$ cat src/rtl/pause_pkg.sv
package pause_pkg;
  localparam int CFG_W    = 32;
  localparam int THR_W    = 9;
  localparam int OFF_LSB  = 0;
  localparam int ON_LSB   = 12;
  localparam int QUANT_SH = 6;

  typedef enum logic {
    ST_FLOWING = 1'b0,
    ST_HELD    = 1'b1
  } pauseState_t;

  typedef struct packed {
    logic sendXoff;
    logic sendXon;
    logic withdraw;
  } pauseCmd_t;
endpackage

$ cat src/rtl/pause_dp.sv
module pause_dp
  import pause_pkg::*;
#(
  parameter int LEVEL_W = 16,
  parameter int TIME_W  = 16
) (
  input  logic              clk,
  input  logic              rstN,
  input  logic [LEVEL_W-1:0] fifoLevel,
  input  logic [CFG_W-1:0]  threshCfg,
  input  logic [TIME_W-1:0] pauseTime,
  input  pauseCmd_t         cmd,
  output logic              overOff,
  output logic              belowOn,
  output logic [TIME_W-1:0] reqTime
);
  localparam int SCALED_W = THR_W + QUANT_SH;
  localparam int CMP_W    = (LEVEL_W > SCALED_W) ? LEVEL_W : SCALED_W;

  logic [THR_W-1:0] offField;
  logic [THR_W-1:0] onField;
  logic [CMP_W-1:0] levelExt;
  logic [CMP_W-1:0] offBytes;
  logic [CMP_W-1:0] onBytes;

  assign offField = threshCfg[OFF_LSB +: THR_W];
  assign onField  = threshCfg[ON_LSB  +: THR_W];

  // Quantum scaling: each field unit is 2**QUANT_SH bytes.
  assign levelExt = CMP_W'(fifoLevel);
  assign offBytes = CMP_W'(offField) << QUANT_SH;
  assign onBytes  = CMP_W'(onField)  << QUANT_SH;

  assign overOff = levelExt > offBytes;
  assign belowOn = levelExt <= onBytes;

  always_ff @(posedge clk or negedge rstN) begin
    if (!rstN) begin
      reqTime <= '0;
    end else if (cmd.withdraw || cmd.sendXon) begin
      reqTime <= '0;
    end else if (cmd.sendXoff) begin
      reqTime <= pauseTime;
    end
  end
endmodule

$ cat src/rtl/pause_ctl.sv
module pause_ctl
  import pause_pkg::*;
(
  input  logic      clk,
  input  logic      rstN,
  input  logic      flowEn,
  input  logic      overOff,
  input  logic      belowOn,
  input  logic      reqAck,
  output pauseCmd_t cmd,
  output logic      pausedQ,
  output logic      reqValid
);
  pauseState_t stateQ, stateD;

  always_comb begin
    cmd    = '0;
    stateD = stateQ;
    if (!flowEn) begin
      stateD       = ST_FLOWING;
      cmd.withdraw = 1'b1;
    end else begin
      case (stateQ)
        ST_FLOWING: if (overOff) begin
          stateD       = ST_HELD;
          cmd.sendXoff = 1'b1;
        end
        ST_HELD: if (belowOn) begin
          stateD      = ST_FLOWING;
          cmd.sendXon = 1'b1;
        end
        default: stateD = ST_FLOWING;
      endcase
    end
  end

  always_ff @(posedge clk or negedge rstN) begin
    if (!rstN) begin
      stateQ   <= ST_FLOWING;
      reqValid <= 1'b0;
    end else begin
      stateQ <= stateD;
      if (cmd.withdraw)                    reqValid <= 1'b0;
      else if (cmd.sendXoff || cmd.sendXon) reqValid <= 1'b1;
      else if (reqAck)                     reqValid <= 1'b0;
    end
  end

  assign pausedQ = (stateQ == ST_HELD);
endmodule

$ cat src/rtl/rx_pause_ctrl.sv
module rx_pause_ctrl
  import pause_pkg::*;
#(
  parameter int LEVEL_W = 16,
  parameter int TIME_W  = 16
) (
  input  logic               clk,
  input  logic               rstN,
  input  logic               flowEn,
  input  logic [LEVEL_W-1:0] fifoLevel,
  input  logic [31:0]        threshCfg,
  input  logic [TIME_W-1:0]  pauseTime,
  input  logic               reqAck,
  output logic               reqValid,
  output logic [TIME_W-1:0]  reqTime
);
  pauseCmd_t cmd;
  logic      overOff;
  logic      belowOn;
  logic      pausedQ;

  pause_dp #(.LEVEL_W(LEVEL_W), .TIME_W(TIME_W)) u_dp (
    .clk       (clk),
    .rstN      (rstN),
    .fifoLevel (fifoLevel),
    .threshCfg (threshCfg),
    .pauseTime (pauseTime),
    .cmd       (cmd),
    .overOff   (overOff),
    .belowOn   (belowOn),
    .reqTime   (reqTime)
  );

  pause_ctl u_ctl (
    .clk      (clk),
    .rstN     (rstN),
    .flowEn   (flowEn),
    .overOff  (overOff),
    .belowOn  (belowOn),
    .reqAck   (reqAck),
    .cmd      (cmd),
    .pausedQ  (pausedQ),
    .reqValid (reqValid)
  );
endmodule

$ cat config.mk
export PLATFORM = sky130hd
export DESIGN_NAME = rx_pause_ctrl
export DESIGN_NICKNAME = d
export VERILOG_FILES = /design/src/rtl/pause_pkg.sv /design/src/rtl/pause_dp.sv /design/src/rtl/pause_ctl.sv /design/src/rtl/rx_pause_ctrl.sv
export SDC_FILE = /design/constraint.sdc
export NUM_CORES = 1
export LEC_CHECK = 0
export BUFFER_PORTS_ARGS = -buffer_cell sky130_fd_sc_hd__buf_2
export CORE_MARGIN = 3
export CORE_UTILIZATION = 45
export CTS_CLUSTER_SIZE = 10
export DETAILED_ROUTE_END_ITERATION = 7
export GPL_ROUTABILITY_DRIVEN = 0
export PLACE_DENSITY_LB_ADDON = 0.15
export SETUP_SLACK_MARGIN = 0.02
export SLEW_MARGIN = 15
export SYNTH_ARGS = -nofsm -noshare
export SYNTH_HDL_FRONTEND = slang
export SYNTH_SLANG_ARGS = --single-unit
$ cat constraint.sdc
create_clock -name clk -period 1.7 [get_ports clk]
set_input_delay 0.17 -clock clk [delete_from_list [all_inputs] [get_ports clk]]
set_output_delay 0.17 -clock clk [all_outputs]
set_load 0.005 [all_outputs]
==> metrics.yaml <==
grt:
  overflow: 0
  grt_pass1_vias: 1598
  grt_antenna_before_repair: 0
  grt.total_usage: 0.206
  grt_max_degree: 19
  grt_pass1_wl_um: 6930
timing:
  worst_slew_pin_slew_ps: 412
  maxSlewViolCount: 0
  finClkSkew_ps: 10.6
  rsz0062_at_grt: "no"
  max_freq_ghz: 0.635
  relSlewSlack: 0.725
  finalCriticalPeriod_ps: 1580
  finalHoldViolCount: 0
  tns_ps: 0
  setup-violations-final: 0
  period_share: 0.927
detailed_routing:
  drc_errors: 0
  routedWlPerCell_um: 14.1
  antenna_left: 0
  dr.pass1.iters: 4
  viasPerCell: 5.43
  wirelength_um: 4060
  drt_iter0_markers: 84
  num_vias: 1559
clock_tree:
  cts.clk_slew.worst_paths_ps: 100
  cts_tree: "yes"
  cts-resized-gates: 0
  clk_path_buf_depth: 2
  insertion_delay_ps: 300
  htreeDepth: 1
  clock_sinks: 18
  cts.root.buffer_cell: "clkbuf_4"
  cts_buffers: 3
setup_path:
  crit_path_end_kind: "flop"
  crit_required_ps: 1860
  crit_path_max_fanout: 6
  r2r_slack_ps: 490
  worstSetupStartpointType: "primary input"
  critPathArrivalTime_ps: 1740
  crit_type: "primary input to flop"
  rr_endpoint: "u_dp.reqTime[6]$_DFFE_PN0P_"
  crit_start: "threshCfg[7]"
  reg2regPathDepth: 4
  reg2reg_from: "u_ctl.pausedQ$_DFF_PN0_"
die:
  dieHeight_um: 64.2
  ioPinCount: 85
  dieArea_mm2: 0.00413
  die_x_um: 64.2
  core_mm2: 0.00315
  start_util: 0.484
  rows: 20
synth:
  ys_ff_latch: 18
  synth-main-ff-cell: "dfrtp_1"
  synth_top_area_cell: "dfrtp_1"
  synth_commonest_cells: "34 x inv_1, 18 x dfrtp_1, 18 x ha_1"
  synthDominantCellAreaShare: 0.295
  async_reset_ff_frac: 1.00
  synth_most_common_cell: "inv_1"
  seq_area_frac_synth: 0.295
  synth.distinct_cells: 33
  syn_nets: 249
  yosysWarningCount: 0
  syn_area_per_cell_um2: 9.36
  synthCells: 163
  synth_enable_flop_cells: 0
  syn_area_mm2: 0.00153
  synthTopCellsByArea: "dfrtp_1 30%, ha_1 15%, o221ai_2 9.8%, o2111ai_1 9.2%, inv_1 8.4%"
min_path:
  holdPathStages: 3
  holdPathEnd: "u_dp.reqTime[4]$_DFFE_PN0P_"
  min-delay-path-class: "primary input to flop"
  hp-start: "pauseTime[4]"
layout:
  postLayoutCellArea_mm2: 0.00210
  fin_util: 0.665
  final_layout_size_suffix_gt1_frac: 0.440
  syn2layout_area_growth_pct: 37.5
  finalNonFillerCells: 287
  n_antenna_cell: 0
  num-nets-final: 330
place:
  place_inst: 282
  place_area_mm2: 0.00205
  io_buffers: 70
  place_hpwl_um: 3320
outcome:
  outcome: "completed"
run:
  cap_violations: 0
power:
  irDropWorstVdd_v: 0.000467
  finalPower_mw: 1.26
  power-per-cell-area_mw_per_mm2: 599
  power.leakage_nw: 1.12
==> layer usage <==
layer,GRT usage,vias up,share of wire
met2,0.380,52,0.51
met3,0.0510,0,0.063
met4,0.0132,0,0
met5,0,-,0
met1,0.251,737,0.42
li1,-,770,-
==> layout make-up <==
| type | instances | area [µm²] |
|---|---|---|
| Multi-Input combinational cell | 101 | 928 |
| Sequential cell | 18 | 450 |
| Clock buffer | 4 | 36.3 |
| Inverter | 34 | 130 |
| Fill cell | 275 | 1050 |
| Timing Repair Buffer | 86 | 498 |
| Tap cell | 44 | 55.1 |
==> worst max path at each step <==
stage / end / slack (ps) / cells past startpoint
2_1_floorplan: u_dp.reqTime[0]$_DFFE_PN0P_ / 20 / 9
3_3_place_gp: u_dp.reqTime[4]$_DFFE_PN0P_ / -150 / 9
3_5_place_dp: u_dp.reqTime[5]$_DFFE_PN0P_ / -190 / 10
4_1_cts: u_dp.reqTime[4]$_DFFE_PN0P_ / 130 / 9
5_1_grt: u_dp.reqTime[8]$_DFFE_PN0P_ / 30 / 9
6_report: u_dp.reqTime[6]$_DFFE_PN0P_ / 120 / 10
==> worst max-delay path, cell delays in order <==
cell,delay (ps)
buf_2,100
inv_4,30
ha_4,220
a21o_1,170
a2111oi_2,370
a41oi_1,110
buf_4,180
nand3_2,90
buf_4,160
o221ai_1,120
==> placed cells by master, fill, tap and decap left out, types with 2 or more instances in the layout <==
master      n
nand4_1     3
ha_4        2
nand2_1    17
a211o_1     3
buf_4      13
a21o_1      2
nand4b_1    2
clkbuf_4    3
buf_12      2
dfrtp_1    18
nor2_1      2
o2111ai_1  16
nor2b_1     4
buf_2      70
o211ai_1    2
o21bai_1    2
inv_1      33
o221ai_1    6
o221ai_2   10
ha_1       16
==> registers in the layout (all words and copies together) (netlist names) <==
name	flops
u_dp.reqTime	16
u_ctl.pausedQ	1
u_ctl.reqValid	1
==> cell families after synthesis <==
group | after synthesis | share of synthesized area
buffers and inverters | 44 | 0.126
flip-flops | 18 | 0.295
AND/OR/NAND/NOR | 34 | 0.117
adder cells (fa/ha/maj) | 18 | 0.148
AO/OA/AOI/OAI | 49 | 0.314
==> per-stage QoR <==
step,setup slack (ps),hold slack (ps)
after detailed placement,-190,134
after floorplan,20.3,-126
final,124,140
after global placement,-150,123
after CTS,129,135
after global routing,31.9,129
==> report_power, final <==
part	total, mW	internal, mW	switching (mW)
Clock	0.268	0.131	0.137
Combinational	0.479	0.238	0.241
Sequential	0.510	0.474	0.0362
Total	1.26	0.843	0.414
==> repair_timing <==
action,4_1_cts,5_1_grt
buffers inserted,0,0
endpoints found under the hold margin,18,0
hold buffers,1,0
Power figures use the tool's default switching activity.
